**src/rtl/evt_stamp_pkg.sv**
```systemverilog
package evt_stamp_pkg;
  // Strobes issued by the control block to the datapath.
  typedef struct packed {
    logic push;       // write the granted channel's record into the queue
    logic pop;        // retire the head record
    logic loadFrame;  // copy loss flag and head record into the shifter
    logic shiftOut;   // advance the serial shifter by one bit
  } stampStrobes_t;
endpackage

```
**src/rtl/evt_stamp_ctrl.sv**
```systemverilog
module evt_stamp_ctrl
  import evt_stamp_pkg::*;
#(
  parameter int NUM_CH  = 8,
  parameter int FRAME_W = 37,
  localparam int CH_W = (NUM_CH > 1) ? $clog2(NUM_CH) : 1,
  localparam int BC_W = $clog2(FRAME_W + 1)
) (
  input  logic              clk,
  input  logic              rst_n,
  input  logic [NUM_CH-1:0] evtIn,
  input  logic              spiSclk,
  input  logic              spiCsN,
  input  logic              fifoFull,
  input  logic              fifoEmpty,
  output stampStrobes_t     strb,
  output logic [NUM_CH-1:0] capMask,
  output logic [CH_W-1:0]   grantCh,
  output logic              grantPol,
  output logic              ovfFlag
);
  // event synchronizers and edge detection
  logic [NUM_CH-1:0] evtS1, evtS2, evtS3, edgeVec;
  logic [NUM_CH-1:0] pend, pendPol, grantHot, accept;
  logic anyPend, collide, fullDrop, dropEvt;

  always_ff @(posedge clk or negedge rst_n) begin
    if (!rst_n) begin
      evtS1 <= '0;
      evtS2 <= '0;
      evtS3 <= '0;
    end else begin
      evtS1 <= evtIn;
      evtS2 <= evtS1;
      evtS3 <= evtS2;
    end
  end

  assign edgeVec = evtS2 ^ evtS3;

  // lowest pending channel wins the single write port
  always_comb begin
    anyPend = 1'b0;
    grantCh = '0;
    for (int i = NUM_CH - 1; i >= 0; i--) begin
      if (pend[i]) begin
        anyPend = 1'b1;
        grantCh = CH_W'(i);
      end
    end
  end

  assign grantHot = anyPend ? (NUM_CH'(1) << grantCh) : '0;
  assign grantPol = pendPol[grantCh];
  assign accept   = edgeVec & (~pend | grantHot);
  assign collide  = |(edgeVec & pend & ~grantHot);
  assign fullDrop = anyPend & fifoFull;
  assign dropEvt  = collide | fullDrop;
  assign capMask  = accept;

  always_ff @(posedge clk or negedge rst_n) begin
    if (!rst_n) begin
      pend    <= '0;
      pendPol <= '0;
    end else begin
      pend    <= (pend & ~grantHot) | accept;
      pendPol <= (pendPol & ~accept) | (evtS2 & accept);
    end
  end

  // serial port sampled in the time-base domain
  logic sclkS1, sclkS2, sclkS3, csS1, csS2, csS3;
  logic sclkRise, sclkFall, csFall, csRise, frameDone, abortRd;
  logic [BC_W-1:0] bitCnt;
  logic frameValid, frameOvf, ovf;

  always_ff @(posedge clk or negedge rst_n) begin
    if (!rst_n) begin
      sclkS1 <= 1'b0;
      sclkS2 <= 1'b0;
      sclkS3 <= 1'b0;
      csS1   <= 1'b1;
      csS2   <= 1'b1;
      csS3   <= 1'b1;
    end else begin
      sclkS1 <= spiSclk;
      sclkS2 <= sclkS1;
      sclkS3 <= sclkS2;
      csS1   <= spiCsN;
      csS2   <= csS1;
      csS3   <= csS2;
    end
  end

  assign sclkRise  = sclkS2 & ~sclkS3;
  assign sclkFall  = ~sclkS2 & sclkS3;
  assign csFall    = ~csS2 & csS3;
  assign csRise    = csS2 & ~csS3;
  assign frameDone = (bitCnt == BC_W'(FRAME_W));
  assign abortRd   = csRise & ~frameDone;

  always_ff @(posedge clk or negedge rst_n) begin
    if (!rst_n) begin
      bitCnt     <= '0;
      frameValid <= 1'b0;
      frameOvf   <= 1'b0;
      ovf        <= 1'b0;
    end else begin
      if (csFall) begin
        bitCnt     <= '0;
        frameValid <= ~fifoEmpty;
      end else if (sclkRise && !csS2 && !frameDone) begin
        bitCnt <= bitCnt + BC_W'(1);
      end
      if (csFall) begin
        frameOvf <= ovf;
        ovf      <= dropEvt;
      end else begin
        ovf <= ovf | dropEvt | (abortRd & frameOvf);
      end
    end
  end

  assign strb.push      = anyPend & ~fifoFull;
  assign strb.pop       = csRise & frameDone & frameValid;
  assign strb.loadFrame = csFall;
  assign strb.shiftOut  = sclkFall & ~csS2;
  assign ovfFlag        = ovf;
endmodule

```
**src/rtl/evt_stamp_dp.sv**
```systemverilog
module evt_stamp_dp
  import evt_stamp_pkg::*;
#(
  parameter int NUM_CH     = 8,
  parameter int CNT_W      = 32,
  parameter int FIFO_DEPTH = 8,
  parameter int ROLL_BIT   = 15,
  localparam int CH_W    = (NUM_CH > 1) ? $clog2(NUM_CH) : 1,
  localparam int REC_W   = CNT_W + CH_W + 1,
  localparam int FRAME_W = REC_W + 1,
  localparam int AW      = $clog2(FIFO_DEPTH),
  localparam int PW      = AW + 1
) (
  input  logic              clk,
  input  logic              rst_n,
  input  stampStrobes_t     strb,
  input  logic [NUM_CH-1:0] capMask,
  input  logic [CH_W-1:0]   grantCh,
  input  logic              grantPol,
  input  logic              ovfFlag,
  output logic              fifoFull,
  output logic              fifoEmpty,
  output logic              rollTick,
  output logic              spiMiso
);
  logic [CNT_W-1:0] tsCnt;
  logic [CNT_W-1:0] chStamp [NUM_CH];
  logic [REC_W-1:0] fifoMem [FIFO_DEPTH];
  logic [PW-1:0]    wrPtr, rdPtr;
  logic [REC_W-1:0] headRec;
  logic [FRAME_W-1:0] shiftReg;

  // time base and rollover tick (high while low bits read zero after a wrap)
  always_ff @(posedge clk or negedge rst_n) begin
    if (!rst_n) begin
      tsCnt    <= '0;
      rollTick <= 1'b0;
    end else begin
      tsCnt    <= tsCnt + CNT_W'(1);
      rollTick <= &tsCnt[ROLL_BIT-1:0];
    end
  end

  // per-channel stamp held until the record is written
  always_ff @(posedge clk or negedge rst_n) begin
    if (!rst_n) begin
      for (int c = 0; c < NUM_CH; c++) chStamp[c] <= '0;
    end else begin
      for (int c = 0; c < NUM_CH; c++)
        if (capMask[c]) chStamp[c] <= tsCnt;
    end
  end

  assign fifoEmpty = (wrPtr == rdPtr);
  assign fifoFull  = (wrPtr[AW-1:0] == rdPtr[AW-1:0]) && (wrPtr[AW] != rdPtr[AW]);

  always_ff @(posedge clk) begin
    if (strb.push) fifoMem[wrPtr[AW-1:0]] <= {chStamp[grantCh], grantCh, grantPol};
  end

  always_ff @(posedge clk or negedge rst_n) begin
    if (!rst_n) begin
      wrPtr <= '0;
      rdPtr <= '0;
    end else begin
      if (strb.push) wrPtr <= wrPtr + PW'(1);
      if (strb.pop)  rdPtr <= rdPtr + PW'(1);
    end
  end

  assign headRec = fifoEmpty ? REC_W'(0) : fifoMem[rdPtr[AW-1:0]];

  always_ff @(posedge clk or negedge rst_n) begin
    if (!rst_n) begin
      shiftReg <= '0;
    end else if (strb.loadFrame) begin
      shiftReg <= {ovfFlag, headRec};
    end else if (strb.shiftOut) begin
      shiftReg <= {shiftReg[FRAME_W-2:0], 1'b0};
    end
  end

  assign spiMiso = shiftReg[FRAME_W-1];
endmodule

```
**src/rtl/evt_stamp.sv**
```systemverilog
module evt_stamp
  import evt_stamp_pkg::*;
#(
  parameter int NUM_CH     = 8,
  parameter int CNT_W      = 32,
  parameter int FIFO_DEPTH = 8,
  parameter int ROLL_BIT   = 15
) (
  input  logic              clk,
  input  logic              rst_n,
  input  logic [NUM_CH-1:0] evtIn,
  input  logic              spiSclk,
  input  logic              spiCsN,
  output logic              spiMiso,
  output logic              irq
);
  localparam int CH_W    = (NUM_CH > 1) ? $clog2(NUM_CH) : 1;
  localparam int FRAME_W = CNT_W + CH_W + 2;

  stampStrobes_t     strb;
  logic [NUM_CH-1:0] capMask;
  logic [CH_W-1:0]   grantCh;
  logic              grantPol, ovfFlag, fifoFull, fifoEmpty, rollTick;

  evt_stamp_ctrl #(.NUM_CH(NUM_CH), .FRAME_W(FRAME_W)) ctrl_i (
    .clk(clk), .rst_n(rst_n), .evtIn(evtIn), .spiSclk(spiSclk), .spiCsN(spiCsN),
    .fifoFull(fifoFull), .fifoEmpty(fifoEmpty), .strb(strb), .capMask(capMask),
    .grantCh(grantCh), .grantPol(grantPol), .ovfFlag(ovfFlag)
  );

  evt_stamp_dp #(.NUM_CH(NUM_CH), .CNT_W(CNT_W), .FIFO_DEPTH(FIFO_DEPTH),
                 .ROLL_BIT(ROLL_BIT)) dp_i (
    .clk(clk), .rst_n(rst_n), .strb(strb), .capMask(capMask), .grantCh(grantCh),
    .grantPol(grantPol), .ovfFlag(ovfFlag), .fifoFull(fifoFull),
    .fifoEmpty(fifoEmpty), .rollTick(rollTick), .spiMiso(spiMiso)
  );

  assign irq = ~fifoEmpty | rollTick;
endmodule

```
**config.mk**
```make
export PLATFORM = sky130hd
export DESIGN_NAME = evt_stamp
export DESIGN_NICKNAME = d
export VERILOG_FILES = /design/src/rtl/evt_stamp_pkg.sv /design/src/rtl/evt_stamp_ctrl.sv /design/src/rtl/evt_stamp_dp.sv /design/src/rtl/evt_stamp.sv
export SDC_FILE = /design/constraint.sdc
export NUM_CORES = 1
export LEC_CHECK = 0
export ABC_AREA = 1
export BUFFER_PORTS_ARGS = -buffer_cell sky130_fd_sc_hd__clkbuf_2
export CORE_UTILIZATION = 45
export CTS_CLUSTER_SIZE = 10
export DETAILED_ROUTE_END_ITERATION = 8
export PLACE_DENSITY = 0.59
export REMOVE_ABC_BUFFERS = 1
export SETUP_SLACK_MARGIN = 0.5
export SYNTH_ARGS = -nofsm -noshare
export SYNTH_HDL_FRONTEND = slang
export SYNTH_HIERARCHICAL = 1
export SYNTH_SLANG_ARGS = --single-unit
```
**constraint.sdc**
```tcl
create_clock -name clk -period 9.95 [get_ports clk]
set_input_delay 0.4975 -clock clk [delete_from_list [all_inputs] [get_ports clk]]
set_output_delay 0.4975 -clock clk [all_outputs]
set_load 0.01 [all_outputs]
```
**After elaboration in Yosys (flattened, before gate mapping)**

Memories as Yosys holds them, arrays and structs flattened.
Index checks and enable logic that the tools add are counted.

- Order comparisons: 2
- Add/subtract/negate cells: 4
- Shift-type cells: 1
- Equal/unequal tests: 4
- Reduce and logical (&&, ||, !) cells: 9
- Muxes and demuxes: 30
- Bitwise logic cells: 36

Operators with widths:

| cell | number |
|---|---|
| $bmux 32 s3 | 1 |
| $mux 37 | 2 |
| $mux 32 | 2 |
| $and 8x8->8 | 6 |
| $mux 36 | 1 |
| $add 32x1->32 const B | 1 |
| $mux 3 | 8 |
| $not 8->8 | 3 |
| $or 8x8->8 | 3 |
| $reduce_and 15->1 | 1 |
| $mux 1 | 12 |
| $mux 6 | 2 |
| $and 1x1->1 | 11 |
| $add 4x1->4 const B | 2 |
| $mux 8 | 1 |
| $reduce_or 8->1 | 1 |
| $shl 1x3->8 const A | 1 |
| $xor 8x8->8 | 1 |
| $not 1->1 | 7 |
| $add 6x1->6 const B | 1 |
| $eq 6x6->1 const B | 1 |
| $eq 4x4->1 | 1 |
| $ge 4x4->1 const B | 1 |
| $lt 3x4->1 const B | 1 |
| 8 further kinds | 15 |

- Memories: 1
- Logic and storage cells: 115
- Bits in writable memories: 288
- Output and inout port bits: 2
- Register bits: 389

Memory list:

| name | words | bits a word | read ports | clocked after Yosys merged registers in | write ports | line | source |
|---|---|---|---|---|---|---|---|
| dp_i.fifoMem | 8 | 36 | 1 | 0 | 1 | evt_stamp_dp.sv:28 | `logic [REC_W-1:0] fifoMem [FIFO_DEPTH];` |

**Depth between registers and ports, before layout**

- Word-level depth: 17
- Gate-level depth with buffers: 17
- Mapped depth without buffers: 15

**Cells and area by module**

Netlist, hierarchy kept.

By module, submodules not included:

| module | sequential area each (um^2) | instances | area each (um^2) | cells an instance |
|---|---|---|---|---|
| evt_stamp_dp | 17006.3 | 1 | 27307.4 | 2881 |
| evt_stamp_ctrl | 1380.1 | 1 | 2299.7 | 239 |
| evt_stamp | 0.0 | 1 | 7.5 | 2 |

**Least setup slack after synthesis**

Ideal clock, no wire load.

- Path type: reg2reg
- Start: reg dp_i.rdPtr[0]
- End: mem dp_i/fifoMem[7][0] (netlist name) (enable)
- Path slack: 6.726 ns
- Cell stages (with the launch flop): 10
- Arrival time: 2.792 ns
- Clock period less this slack: 3.224 ns
- Path buffers: 1
- Setup time: 0.432 ns
- Cells stage by stage: dfrtp_1 buf_6 inv_2 nand2_1 nand2_1 nand2_2 nor3b_1 nor2_1 nand2_1 nor2_1

RTL lines:

| what | line | source |
|---|---|---|
| from (decl) | evt_stamp_dp.sv:29 | `logic [PW-1:0] wrPtr, rdPtr;` |
| from (signal assigned) | evt_stamp_dp.sv:67 | `if (strb.pop) rdPtr <= rdPtr + PW'(1);` |
| to (decl) | evt_stamp_dp.sv:28 |  |

**Final worst setup path**

- Start: reg ctrl_i.pend[6]
- End: mem dp_i/fifoMem[0][15] (netlist name) (data pin)

- Longest elaborated chain between the ends: 11

RTL lines:

| what | line | source |
|---|---|---|
| from (decl) | evt_stamp_ctrl.sv:24 | `logic [NUM_CH-1:0] pend, pendPol, grantHot, accept;` |
| from (signal assigned) | evt_stamp_ctrl.sv:66 | `pend <= (pend & ~grantHot) \| accept;` |
| $mux 3 (7 in series) | evt_stamp_ctrl.sv:46 | `if (pend[i]) begin` |
| via grantCh[0] | evt_stamp.sv:22 | `logic [CH_W-1:0] grantCh;` |
| $not 3->4 (implied by the code) | evt_stamp_dp.sv:58 | `if (strb.push) fifoMem[wrPtr[AW-1:0]] <= {chStamp[grantCh], grantCh, grantPol};` |
| $bmux 32 s3 | evt_stamp_dp.sv:58 |  |
| $mux 32 (implied by the code) (2 in series) | evt_stamp_dp.sv:58 |  |

The timed path passes the listed nets, and every way through them passes these cells. The select of a mux whose other input is x is not followed.

==> results.json <==
{
  "drc": 0,
  "nFillCells": 5856,
  "final_cell_mix": "nand2_1, dfrtp_1, nor2_1, o21ai_0, edfxtp_1",
  "path_class": "register to register",
  "grt_start_max_net_pins": 114,
  "switching_share_pct": 27.82,
  "rows": 93,
  "ant_nets": 0,
  "worstSetupEndpointType": "register",
  "finalSetupViolCount": 0,
  "p_int_w": 0.005271,
  "tns_ps": 0,
  "die_area_um2": 66840,
  "min_period_over_period_pct": 45.75,
  "gp_congestion": 0.8258,
  "antenna_found_initial": 0,
  "min_path_cells": 0,
  "reg2reg_to": "dp_i/fifoMem[0][15]",
  "worstSetupStartpointType": "register",
  "vdd.ir_drop.worst_uv": 161.9,
  "min_to": "ctrl_i/evtS2[1]",
  "place_hpwl_um": 43840,
  "arrival_ps": 4800,
  "start_util_pct": 45.77,
  "period_minus_slack_ps": 4552,
  "port_buffers": 13,
  "final_area_um2": 32570,
  "ys_warn_count": 6,
  "slew_viol_final": 0,
  "maxCapViolCount": 0,
  "dr.pass1.iters": 5,
  "syn2layout_area_growth_pct": 9.971,
  "synthArstFlopShare_pct": 57.46,
  "hold_class": "register to register",
  "rr_startpoint": "ctrl_i/pend[6]",
  "cts_tree": "built",
  "cts_sinks": 677,
  "r2r_cells": 16,
  "hold_start": "ctrl_i/evtS1[1]",
  "final_nets": 3094,
  "ys.flop_type": "dfrtp_1",
  "grt-ovfl-total": 0,
  "core_um2": 64700,
  "max_freq_mhz": 219.7,
  "switchingPower_w": 0.002031,
  "seqPwrFrac_pct": 50.3,
  "r2r_slack_ps": 5400,
  "run_status": "complete, no violations",
  "cp.required_ps": 10200,
  "comb_power_share_pct": 15.1,
  "post_route_cells_drive_above_1_share_pct": 8.352,
  "p_leak_nw": 13.72,
  "grt_pass1_wl_um": 117100,
  "ctsRootBufferMaster": "clkbuf_16",
  "synth_cell_types": 44,
  "finalWirelength_um": 74390,
  "synth_edf_count": 288,
  "track_usage_pct": 22.81,
  "ys_seq_elements": 677,
  "ys_seq_area_share_pct": 62.09,
  "worst_slew_pin_slew_ps": 1094,
  "fp.dieH_um": 258.5,
  "grt_pass1_vias": 20250,
  "htreeDepth": 3,
  "fin_skew_ps": 19.06,
  "drt_first_iter_violations": 1685,
  "layout_commonest_cell": "nand2_1",
  "placedInstanceArea_um2": 30270,
  "numCtsBuffers": 78,
  "routedWlPerCell_um": 18.69,
  "postSynthCellCount": 3122,
  "avgSynthCellArea_um2": 9.486,
  "io_pins": 14,
  "drt-vias-per-instance": 5.223,
  "clk_path_buf_depth": 3,
  "finalHoldViolCount": 0,
  "clkTransAtPathRegs_ps": 60,
  "rsz0062_at_grt": "no",
  "powerDensity_nw_per_um2": 224.2,
  "syn_area_um2": 29610,
  "slew_headroom_pct": 27.09,
  "vias": 20790,
  "clock_latency_ps": 600,
  "die_w_um": 258.5,
  "clockPowerShare_pct": 34.5,
  "crit_fanout": 76
}
-- layout make-up --
| class | count | area [µm²] | share of cell area (%) |
|---|---|---|---|
| clock buffers | 126 | 2173 | 6.673 |
| diodes | 1 | 2.502 | 0.007684 |
| flip-flops and latches | 677 | 18390 | 56.47 |
| inverters | 296 | 1116 | 3.427 |
| well taps | 855 | 1070 | 3.285 |
| repair buffers | 60 | 455.4 | 1.398 |
| clock inverters | 2 | 13.76 | 0.04226 |
| multi-input cells | 1964 | 9345 | 28.69 |
-- how the worst max path moves through the flow --
stage	to	slack, ps	startpoint
final	dp_i/fifoMem[0][15]	5400	ctrl_i/pend[6]
after global routing	dp_i/fifoMem[5][15]	5030	ctrl_i/pend[6]
after CTS	dp_i/fifoMem[0][15]	5530	ctrl_i/pend[6]
after detailed placement	dp_i/fifoMem[4][15]	5540	ctrl_i/pend[6]
after global placement	dp_i/fifoMem[7][15]	5580	ctrl_i/pend[6]
after floorplan	dp_i/fifoMem[7][0]	2030	dp_i/rdPtr[0]
-- flip-flops by register name, summed over array words and instances (netlist names), 4 cells and up, named ones only --
signal / flops
dp_i/fifoMem: 288
ctrl_i/evtS2: 8
ctrl_i/evtS1: 8
dp_i/rdPtr: 4
ctrl_i/bitCnt: 6
dp_i/chStamp: 256
dp_i/shiftReg: 37
dp_i/tsCnt: 32
dp_i/wrPtr: 4
ctrl_i/evtS3: 8
ctrl_i/pend: 8
-- Yosys cell counts (2+ instances only) --
| library cell | n | area (µm²) |
|---|---|---|
| nand2_1 | 756 | 2838 |
| dfrtp_1 | 386 | 9659 |
| nor2_1 | 378 | 1419 |
| o21ai_0 | 328 | 1642 |
| edfxtp_1 | 288 | 8648 |
| inv_1 | 282 | 1059 |
| a21oi_1 | 231 | 1156 |
| clkbuf_1 | 100 | 375.4 |
| mux2_2 | 66 | 743.2 |
| buf_2 | 41 | 205.2 |
| o21ai_1 | 35 | 175.2 |
| a31oi_1 | 32 | 200.2 |
| xor2_1 | 28 | 245.2 |
| nand3_1 | 27 | 135.1 |
| buf_1 | 19 | 71.32 |
| buf_4 | 15 | 112.6 |
| nor3_1 | 14 | 70.07 |
| xnor2_1 | 14 | 122.6 |
| nand2_2 | 9 | 56.30 |
| nand4_1 | 9 | 56.30 |
| buf_6 | 8 | 90.09 |
| inv_2 | 8 | 30.03 |
| clkinv_1 | 5 | 18.77 |
| ha_1 | 5 | 62.56 |
| nor2_4 | 5 | 56.30 |
| nor3_2 | 4 | 40.04 |
| dfstp_2 | 3 | 78.83 |
| nand3_2 | 3 | 30.03 |
| nor2_2 | 3 | 18.77 |
| clkbuf_2 | 2 | 10.01 |
| nand3b_1 | 2 | 15.01 |
| nor3_4 | 2 | 32.53 |
| nor3b_1 | 2 | 15.01 |
| o22ai_1 | 2 | 12.51 |
-- critical path: stages, from the launching register on --
cell and delay [ps]:
dfrtp_1 380, inv_1 80, nand2_1 60, nand2_1 60
nand2_1 60, nand2_2 100, nand2_2 90, nand2_2 100
nand2_1 130, inv_4 490, clkinv_2 750, buf_4 590
a21oi_1 220, o21ai_0 110, nand2_1 90, nor2_1 40
a31oi_1 760
-- metrics by stage --
| step | cells | hold slack [ps] | setup slack (ps) | utilization (%) | total power, W |
|---|---|---|---|---|---|
| CTS | 3980 | 350.1 | 5534 | 50.33 | 0.007372 |
| floorplan | 2937 | 201.9 | 2026 | - | 0.004345 |
| global route | 3980 | 355.2 | 5029 | 50.33 | 0.007649 |
| finish | 3981 | 348.1 | 5398 | 50.34 | 0.007302 |
| global placement | 3841 | 331.9 | 5580 | 46.78 | 0.004799 |
| detailed placement | 3841 | 338.1 | 5540 | 46.78 | 0.004829 |
-- repair_timing --
item                                   in CTS  in global routing
buffers inserted                            0                  0
hold buffers                               11                  0
gates resized for setup                     0                  0
endpoints found under the hold margin      83                  0
-- power by group through the flow --
stage | logic (W) | clock network (W) | registers [W]
after CTS | 0.00111 | 0.00258 | 0.00367
after detailed placement | 0.00111 | 0 | 0.00372
after global placement | 0.00109 | 0 | 0.00371
final | 0.00111 | 0.00252 | 0.00367
after global routing | 0.00124 | 0.00269 | 0.00372
after floorplan | 0.000656 | 0 | 0.00369
-- kinds of logic after synthesis --
logic type      synth area share (%)
simple gates                   16.34
buf+inv                        6.675
flops                          62.09
fa+ha+maj                     0.2450
xor+xnor                       1.242
mux                            2.510
compound gates                 10.90
-- metal layers --
layer	wire length, µm	up-vias	GRT usage (%)
li1	-	10020	-
met1	34010	10100	32.37
met2	33860	562	35.96
met3	4948	107	3.922
met4	1570	0	6.739
met5	0	-	0
(Power assumes the default switching activity.)
